## config.mk

```make
export PLATFORM = sky130hd
export DESIGN_NAME = snoop_wt_cache
export DESIGN_NICKNAME = d
export VERILOG_FILES = /design/src/rtl/snoop_wt_pkg.sv /design/src/rtl/line_store.sv /design/src/rtl/bus_seq.sv /design/src/rtl/snoop_wt_cache.sv
export SDC_FILE = /design/constraint.sdc
export NUM_CORES = 1
export LEC_CHECK = 0
export BUFFER_PORTS_ARGS = -buffer_cell sky130_fd_sc_hd__buf_2
export CORE_MARGIN = 2
export CORE_UTILIZATION = 36
export CTS_CLUSTER_DIAMETER = 80
export DETAILED_ROUTE_END_ITERATION = 12
export SETUP_SLACK_MARGIN = 0.2
export SYNTH_ARGS = -nofsm -noshare
export SYNTH_HDL_FRONTEND = slang
export SYNTH_SLANG_ARGS = --single-unit
export TNS_END_PERCENT = 10
```

## constraint.sdc

```tcl
create_clock -name clk_i -period 7.9 [get_ports clk_i]
set_input_delay 1.975 -clock clk_i [delete_from_list [all_inputs] [get_ports clk_i]]
set_output_delay 1.975 -clock clk_i [all_outputs]
set_load 0.05 [all_outputs]
```

## src/rtl/snoop_wt_pkg.sv

```systemverilog
package snoop_wt_pkg;
  typedef enum logic {
    BUS_RD = 1'b0,
    BUS_WR = 1'b1
  } bus_cmd_e;

  typedef enum logic {
    SEQ_IDLE = 1'b0,
    SEQ_WAIT = 1'b1
  } seq_state_e;
endpackage

```

## src/rtl/line_store.sv

```systemverilog
module line_store #(
  parameter int IDX_W  = 3,
  parameter int TAG_W  = 5,
  parameter int DATA_W = 16
) (
  input  logic              clk_i,
  input  logic              rst_ni,
  input  logic [IDX_W-1:0]  rd_idx_i,
  output logic              rd_valid_o,
  output logic [TAG_W-1:0]  rd_tag_o,
  output logic [DATA_W-1:0] rd_data_o,
  input  logic              fill_i,
  input  logic              upd_i,
  input  logic [IDX_W-1:0]  wr_idx_i,
  input  logic [TAG_W-1:0]  wr_tag_i,
  input  logic [DATA_W-1:0] wr_data_i,
  input  logic              snp_valid_i,
  input  logic              snp_write_i,
  input  logic [IDX_W-1:0]  snp_idx_i,
  input  logic [TAG_W-1:0]  snp_tag_i
);
  localparam int LINES = 1 << IDX_W;

  logic [LINES-1:0] valid_q;
  logic [TAG_W-1:0] tag_q  [LINES];
  logic [DATA_W-1:0] data_q [LINES];
  logic snp_match;

  assign rd_valid_o = valid_q[rd_idx_i];
  assign rd_tag_o   = tag_q[rd_idx_i];
  assign rd_data_o  = data_q[rd_idx_i];

  assign snp_match = snp_valid_i && snp_write_i && valid_q[snp_idx_i] &&
                     (tag_q[snp_idx_i] == snp_tag_i);

  // local fill wins; an atomic bus never overlaps it with a snoop
  always_ff @(posedge clk_i or negedge rst_ni) begin
    if (!rst_ni) begin
      valid_q <= '0;
    end else begin
      for (int i = 0; i < LINES; i++) begin
        if (fill_i && wr_idx_i == IDX_W'(i))
          valid_q[i] <= 1'b1;
        else if (snp_match && snp_idx_i == IDX_W'(i))
          valid_q[i] <= 1'b0;
      end
    end
  end

  always_ff @(posedge clk_i) begin
    for (int i = 0; i < LINES; i++) begin
      if (fill_i && wr_idx_i == IDX_W'(i)) begin
        tag_q[i]  <= wr_tag_i;
        data_q[i] <= wr_data_i;
      end else if (upd_i && wr_idx_i == IDX_W'(i)) begin
        data_q[i] <= wr_data_i;
      end
    end
  end

  AST_SNOOP_DROPS_LINE: assert property (@(posedge clk_i) disable iff (!rst_ni)
    (snp_valid_i && snp_write_i && valid_q[snp_idx_i] && tag_q[snp_idx_i] == snp_tag_i &&
     !(fill_i && wr_idx_i == snp_idx_i)) |=> !valid_q[$past(snp_idx_i)]);

  AST_SNOOP_READ_KEEPS: assert property (@(posedge clk_i) disable iff (!rst_ni)
    (snp_valid_i && !snp_write_i && !fill_i) |=> valid_q == $past(valid_q));
endmodule

```

## src/rtl/bus_seq.sv

```systemverilog
module bus_seq
  import snoop_wt_pkg::*;
#(
  parameter int ADDR_W = 8,
  parameter int DATA_W = 16
) (
  input  logic              clk_i,
  input  logic              rst_ni,
  input  logic              start_i,
  input  bus_cmd_e          cmd_i,
  input  logic [ADDR_W-1:0] addr_i,
  input  logic [DATA_W-1:0] data_i,
  input  logic              gnt_i,
  output logic              req_o,
  output bus_cmd_e          cmd_o,
  output logic [ADDR_W-1:0] addr_o,
  output logic [DATA_W-1:0] data_o,
  output logic              busy_o,
  output logic              done_o
);
  seq_state_e        state_q;
  bus_cmd_e          cmd_q;
  logic [ADDR_W-1:0] addr_q;
  logic [DATA_W-1:0] data_q;

  assign busy_o = (state_q == SEQ_WAIT);
  assign req_o  = busy_o || start_i;
  assign cmd_o  = busy_o ? cmd_q  : cmd_i;
  assign addr_o = busy_o ? addr_q : addr_i;
  assign data_o = busy_o ? data_q : data_i;
  assign done_o = req_o && gnt_i;

  always_ff @(posedge clk_i or negedge rst_ni) begin
    if (!rst_ni) begin
      state_q <= SEQ_IDLE;
      cmd_q   <= BUS_RD;
      addr_q  <= '0;
      data_q  <= '0;
    end else begin
      case (state_q)
        SEQ_IDLE: if (start_i && !gnt_i) begin
          state_q <= SEQ_WAIT;
          cmd_q   <= cmd_i;
          addr_q  <= addr_i;
          data_q  <= data_i;
        end
        default: if (gnt_i) state_q <= SEQ_IDLE;
      endcase
    end
  end

  AST_REQ_HELD: assert property (@(posedge clk_i) disable iff (!rst_ni)
    (req_o && !gnt_i) |=> (req_o && $stable(addr_o) && $stable(cmd_o) && $stable(data_o)));
endmodule

```

## src/rtl/snoop_wt_cache.sv

```systemverilog
module snoop_wt_cache
  import snoop_wt_pkg::*;
#(
  parameter int IDX_W  = 3,
  parameter int TAG_W  = 5,
  parameter int DATA_W = 16,
  localparam int ADDR_W = IDX_W + TAG_W
) (
  input  logic              clk_i,
  input  logic              rst_ni,
  input  logic              cpu_req_i,
  input  logic              cpu_we_i,
  input  logic [ADDR_W-1:0] cpu_addr_i,
  input  logic [DATA_W-1:0] cpu_wdata_i,
  output logic              cpu_ready_o,
  output logic [DATA_W-1:0] cpu_rdata_o,
  output logic              bus_req_o,
  input  logic              bus_gnt_i,
  output logic              bus_cmd_o,
  output logic [ADDR_W-1:0] bus_addr_o,
  output logic [DATA_W-1:0] bus_wdata_o,
  input  logic [DATA_W-1:0] bus_rdata_i,
  input  logic              snp_valid_i,
  input  logic              snp_write_i,
  input  logic [ADDR_W-1:0] snp_addr_i
);
  logic [IDX_W-1:0]  cpu_idx;
  logic [TAG_W-1:0]  cpu_tag;
  logic              line_valid;
  logic [TAG_W-1:0]  line_tag;
  logic [DATA_W-1:0] line_data;
  logic              hit, busy, done, start, read_hit;
  bus_cmd_e          cmd_in, cmd_out;
  logic              fill, upd;

  assign cpu_idx = cpu_addr_i[IDX_W-1:0];
  assign cpu_tag = cpu_addr_i[ADDR_W-1:IDX_W];
  assign hit     = line_valid && (line_tag == cpu_tag);

  assign read_hit = cpu_req_i && !cpu_we_i && hit && !busy;
  assign start    = cpu_req_i && !busy && (cpu_we_i || !hit);
  assign cmd_in   = cpu_we_i ? BUS_WR : BUS_RD;

  bus_seq #(.ADDR_W(ADDR_W), .DATA_W(DATA_W)) u_seq (
    .clk_i  (clk_i),
    .rst_ni (rst_ni),
    .start_i(start),
    .cmd_i  (cmd_in),
    .addr_i (cpu_addr_i),
    .data_i (cpu_wdata_i),
    .gnt_i  (bus_gnt_i),
    .req_o  (bus_req_o),
    .cmd_o  (cmd_out),
    .addr_o (bus_addr_o),
    .data_o (bus_wdata_o),
    .busy_o (busy),
    .done_o (done)
  );

  assign bus_cmd_o = cmd_out;

  // hit re-evaluated at grant so a snoop during the stall is honoured
  assign fill = done && (cmd_out == BUS_RD);
  assign upd  = done && (cmd_out == BUS_WR) && hit;

  line_store #(.IDX_W(IDX_W), .TAG_W(TAG_W), .DATA_W(DATA_W)) u_store (
    .clk_i      (clk_i),
    .rst_ni     (rst_ni),
    .rd_idx_i   (cpu_idx),
    .rd_valid_o (line_valid),
    .rd_tag_o   (line_tag),
    .rd_data_o  (line_data),
    .fill_i     (fill),
    .upd_i      (upd),
    .wr_idx_i   (bus_addr_o[IDX_W-1:0]),
    .wr_tag_i   (bus_addr_o[ADDR_W-1:IDX_W]),
    .wr_data_i  (fill ? bus_rdata_i : bus_wdata_o),
    .snp_valid_i(snp_valid_i),
    .snp_write_i(snp_write_i),
    .snp_idx_i  (snp_addr_i[IDX_W-1:0]),
    .snp_tag_i  (snp_addr_i[ADDR_W-1:IDX_W])
  );

  assign cpu_ready_o = read_hit || done;
  assign cpu_rdata_o = done ? bus_rdata_i : line_data;

  AST_HIT_NO_BUS: assert property (@(posedge clk_i) disable iff (!rst_ni)
    (cpu_req_i && !cpu_we_i && cpu_ready_o && !bus_gnt_i) |-> !bus_req_o);

  AST_WRITE_THROUGH: assert property (@(posedge clk_i) disable iff (!rst_ni)
    (cpu_req_i && cpu_we_i && cpu_ready_o) |->
      (bus_req_o && bus_gnt_i && bus_cmd_o == 1'b1 && bus_addr_o == cpu_addr_i &&
       bus_wdata_o == cpu_wdata_i));

  AST_MISS_STALLS: assert property (@(posedge clk_i) disable iff (!rst_ni)
    (bus_req_o && !bus_gnt_i) |-> !cpu_ready_o);
endmodule

```

# Word-level counts from Yosys, hierarchy flattened
# Memories as Yosys holds them, arrays and structs flattened.
# Index checks and enable logic that the tools add are counted.
# totals
in_bits	55
memories	2
elab_cells	231
reg_bits	34
ram_bits	168
output_inout_bits	43
# op_classes
n_mux	119
bitwise_logic	10
eq_ne	16
reduce_logical	70
magnitude_cmp	2
# memory_table
memory	words	word_bits	read_ports	rd_clocked_by_memory_dff	write_ports	line	source
u_store.data_q	8	16	1	0	1	line_store.sv:26	logic [DATA_W-1:0] data_q [LINES];
u_store.tag_q	8	5	2	0	1	line_store.sv:25	logic [TAG_W-1:0] tag_q [LINES];
# op_table
cell	n
$mux W16	18
$reduce_or A16 Y1	7
$mux W1	77
$mux W3	14
$logic_and A1 B1 Y1	38
$mux W5	7
$reduce_or A5 Y1	7
$eq A3 B3 Y1 const B	8
$reduce_bool A2 Y1	8
$eq A3 B2 Y1 const B	4
$eq A5 B5 Y1	2
$lt A3 B4 Y1 const B	2
$mux W8	1
$or A1 B1 Y1	8
$bmux W1 S3	2
$eq A3 B1 Y1 const B	2
$logic_not A3 Y1	2
$logic_not A1 Y1	4
$logic_or A1 B1 Y1	3
$not A1 Y1	2
$reduce_and A2 Y1	1

# Depth between registers and ports, before layout
# depth
word_depth	23
depth_mapped	11
mapped_depth_nobuf	7

# By module
# A second synthesis with hierarchy kept.
# hier_totals
cells_unflattened	508
hier_area_um2	9243.9
# by_module_without_submodules
module	seq_area_each_um2	area_each_um2	instances	cells_per_inst
line_store	5245.0	7397.1	1	372
bus_seq	650.6	1295.0	1	85
snoop_wt_cache	0.0	551.8	1	51

# Worst setup path before layout
# No wires, ideal clock.
# synth_path
path_kind	input -> output
from	input cpu_addr_i[0]
to	output cpu_rdata_o[12]
t_arrival_ns	4.286
cell_stages	10
path_slack_ns	1.639
required_time_ns	5.925
path_buffers	3
path_cell_list	buf_6 > buf_12 > mux4_1 > mux2i_1 > xnor2_1 > nor3_1 > nand3_1 > o21ai_2 > buf_2 > mux2_1
# synth_between
elab_chain_cells	9
word_cells_on_any_way	12
cone_classes	1 x eq/ne; 3 x mux; 6 x reduce/logical; 2 x memory
# synth_lines
item	line	source
from (decl)	snoop_wt_cache.sv:13	input logic [ADDR_W-1:0] cpu_addr_i,
$mem_v2 Z8 W5 / $bmux W1 S3 (equally long branches)	-	
$eq A5 B5 Y1 / $mux W1 (equally long branches)	snoop_wt_cache.sv:38, line_store.sv:29	
$logic_and A1 B1 Y1	snoop_wt_cache.sv:38	assign hit = line_valid && (line_tag == cpu_tag);
$logic_not A1 Y1	snoop_wt_cache.sv:41	assign start = cpu_req_i && !busy && (cpu_we_i || !hit);
$logic_or A1 B1 Y1	snoop_wt_cache.sv:41	
$logic_and A1 B1 Y1	snoop_wt_cache.sv:41	
$logic_or A1 B1 Y1	bus_seq.sv:27	assign req_o = busy_o || start_i;
$logic_and A1 B1 Y1	bus_seq.sv:31	assign done_o = req_o && gnt_i;
$mux W16 (*)	snoop_wt_cache.sv:85	assign cpu_rdata_o = done ? bus_rdata_i : line_data;
to (decl)	snoop_wt_cache.sv:16	output logic [DATA_W-1:0] cpu_rdata_o,
# Every way passes the cells marked *; elsewhere a longest branch is shown, timed or not. The select of a mux whose other input is x is not followed.

# Worst setup path after layout
# layout_path
from	input cpu_addr_i[0]
to	output cpu_rdata_o[10]
# The elaborated chain is that of the path after synthesis.

==> parameters.txt <==
Parameter                              Value

Run status
  Run status    finished, final reports clean

Cells and area
  Signed area change from the synthesized netlist to the final layout    17.63%
  Number of nets in the final layout    678
  Number of diodes    0
  Proportion of layout cells with a drive suffix above 1    0.4601
  Final Non-Filler Cells    969

Pwr
  Largest voltage drop on the vdd net    0.1367 mV
  Leakage power of the design    3.911 nW
  Power density over cell area    256.5 nW/µm²
  Combinational share of power    0.165
  Net load switching power    0.7321 mW
  Fraction of power spent switching nets    0.2616
  Internal    2.066 mW
  Total design power    2.798 mW
  Clk pwr share    0.378
  Fraction of power consumed by sequential logic    0.457

Yosys
  Primary flip-flop cell chosen by synthesis mapping    edfxtp_1
  Yosys cell types    47
  Sequential cell area fraction in the yosys report    0.6357
  Gate count after technology mapping    519
  Number of warning messages in the yosys log    0
  Top cell types by occurrence after synthesis    168 x edfxtp_1, 74 x mux2_2, 42 x mux4_2
  Post-synthesis sequential element count    202
  EDFF count, synth    168
  Cell types with the largest area share after synthesis    edfxtp_1 54%, mux4_2 10%, dfrtp_1 9.2%
  Most repeated cell in the gate-level netlist after synthesis    edfxtp_1
  Cell area after technology mapping    9274 µm²
  Fraction of registers with async set or reset after synthesis    0.1683
  Mapped Nets    574
  Leading area contributor after synthesis    edfxtp_1
  Avg Inst Size Synth    17.87 µm²
  Share of the synthesized area in the top cell type    0.5440

Worst setup path
  Endpoint of the most critical register-to-register path    u_store.tag_q[5][2]
  Required arrival time at the worst endpoint    5.93 ns
  Critical path cell sequence    buf_4 > mux4_1 > mux2i_1 > o21ai_0 > nor3_1 > nand3_1 > o21ai_4 > buf_4 > mux2_2 > buf_2
  Critical path launch point    cpu_addr_i[0]
  R2r startpoint    u_store.valid_q[7]
  R2R setup slack    4.58 ns
  Number of cells traversed by the worst register-to-register path    8
  Worst Path Arrival    5.00 ns
  Crit path max-delay cell type    mux4_1
  CP Launch Type    input port
  Buffers plus inverters on the worst setup path    3
  Kind of end point of the critical path    primary output
  Most prevalent standard cell on the critical path    buf_4
  CP Max Fanout    32
  Stage delay of the slowest cell on the critical path    0.62 ns
  Delay-heaviest family, CP    multiplexers
  Start-to-end type of the worst setup path    input port to primary output

Min path
  HP Start    u_seq.addr_q[5]
  Depth of the worst hold-timing path    1
  Type of the worst min-delay path    flip-flop to flip-flop
  End point of the most critical hold path    u_seq.addr_q[5]

Timing
  Hold Fails Final Rpt    0
  Number of max-slew violations in the final report    0
  Transition time at the pin with the least slew margin    1.168 ns
  Portion of the clock cycle consumed by the worst path in the final layout    0.8834
  WHS    0.5053 ns
  Clock Skew    0.02649 ns
  Final setup violation count    0
  Post-route minimum period    6.979 ns
  Setup repair after global routing missed its margin    no
  Slew headroom    0.2156
  Max Freq    0.1433 GHz
  Final setup TNS    0 ns

Clock tree
  Number of setup buffers added after CTS    0
  H-Tree Depth    1
  Clock latency on the worst-skew pair    0.52 ns
  Number of gates resized after CTS    0
  Clock sink count    202
  Buffer type at the clock tree root    clkbuf_16
  TritonCTS clock tree    yes
  Clk slew on worst S/H paths    0.06 ns
  Number of buffers on the longest clock path    3
  Clock buffer count from CTS    22
  Cts hold-fix bufs    0

Route
  Met3 wire length    1.093 mm
  Final WL    21.35 mm
  Number of DRC violations after detailed-routing iteration 0    390
  Highest routed metal layer    met4
  Routed wire length on met2    10.23 mm
  Routed len/inst    22.03 µm
  Routed Antenna Nets    0
  Total via count after detailed routing    5187
  Number of design rule violations left after detail routing    0
  Detailed Routing Iterations Pass 1    5
  Vias per cell    5.353
  Met1 WL    9.543 mm

Place
  Cell total after placement    929
  Final GP Congestion    0.7887
  Detailed placement HPWL    13.73 mm
  Quantity of I/O buffers inserted on ports    97

GRT
  Total congestion overflow after global routing    0
  Number of global-route vias before repair    5393
  First-pass GRT wire length    32.18 mm
  Maximum number of pins on one net before global-route repair    35
  Global router's overall resource usage    0.1590
  Antenna violations before repair    0

Die
  Area inside the core boundary    25250 µm²
  Number of standard-cell rows in the floorplan    58
  Die area    27060 µm²
  Top-level I/O count    98
  Starting density of the core    0.3672
  Height of the chip    164.5 µm
  Floorplan die width    164.5 µm

Flow run
  Max-cap violation count    0
-- registers in the layout (all words and copies together) (netlist names) --
signal and flops:
u_store.valid_q 8, u_seq.addr_q 8, u_store.data_q 128, u_seq.data_q 16, u_seq.cmd_q 1, u_seq.busy_o 1, u_store.tag_q 40
-- worst reg2reg max path, cell delays in order (launching register included) --
cell and delay, ns:
dfrtp_1 0.40, mux4_2 0.48, mux2_2 0.29, o21ai_0 0.13, nor3_1 0.11, nand3_1 0.18
o21ai_4 0.06, buf_4 0.29, nor3_1 1.00
-- power groups by stage --
stage | sequential (mW) | clock, mW | combinational, mW
finish | 1.28 | 1.06 | 0.462
global route | 1.28 | 1.12 | 0.495
CTS | 1.28 | 1.08 | 0.468
detailed placement | 1.30 | 0 | 0.466
global placement | 1.29 | 0 | 0.454
floorplan | 1.29 | 0 | 0.346
-- final cells by class --
class | count | area [µm²]
Multi-Input combinational cell | 281 | 3228
Clock buffer | 29 | 606.8
Inverter | 6 | 22.52
Tap cell | 330 | 412.9
Clock inverter | 11 | 157.7
Sequential cell | 202 | 5896
Timing Repair Buffer | 110 | 585.6
Fill cell | 2240 | 14350
-- how the worst max path moves through the flow --
stage                                  to  cells after the start
after floorplan           cpu_rdata_o[12]                     10
after global placement     cpu_rdata_o[8]                     10
after detailed placement   cpu_rdata_o[4]                     10
after CTS                  cpu_rdata_o[4]                     10
after global routing       cpu_rdata_o[4]                     10
final                     cpu_rdata_o[10]                     10
-- cells in the final DEF, fill, tap and decap left out, types with 4 or more instances in the layout --
cell | synthesis | routed
edfxtp_1 | 168 | 168
o21ai_0 | 4 | 4
o31ai_1 | 10 | 10
xor2_1 | 5 | 5
mux4_2 | 42 | 42
clkbuf_16 | 0 | 22
buf_2 | 5 | 96
buf_4 | 1 | 14
nand2_1 | 16 | 16
dfrtp_1 | 34 | 34
mux2_4 | 20 | 20
nor2b_1 | 4 | 4
o41ai_1 | 7 | 7
inv_1 | 6 | 6
mux2i_1 | 29 | 29
nor2_1 | 6 | 6
a211oi_1 | 4 | 4
nor3_1 | 17 | 9
clkbuf_1 | 13 | 4
nand2b_1 | 4 | 4
clkinv_2 | 0 | 5
nor3_2 | 0 | 8
mux2_2 | 74 | 74
-- kinds of logic after synthesis --
logic type	after synthesis	share of synthesized area
compound gates	41	0.03400
xor+xnor	8	0.007556
flops	202	0.6357
simple gates	61	0.03359
mux	171	0.2677
buf+inv	36	0.02145
-- routing by layer --
layer | GRT usage | vias to the layer above
li1 | - | 2306
met1 | 0.2166 | 2683
met2 | 0.2663 | 172
met3 | 0.02511 | 26
met4 | 0.04269 | 0
met5 | 0 | -
-- through the flow --
stage	util	setup WS [ns]	instance area, µm²
floorplan	-	1.639	9274
global placement	0.4017	0.9784	10140
detailed placement	0.4017	0.9153	10140
CTS	0.4320	0.8897	10910
global route	0.4320	0.6278	10910
finish	0.4320	0.9208	10910
(Power assumes the default switching activity.)
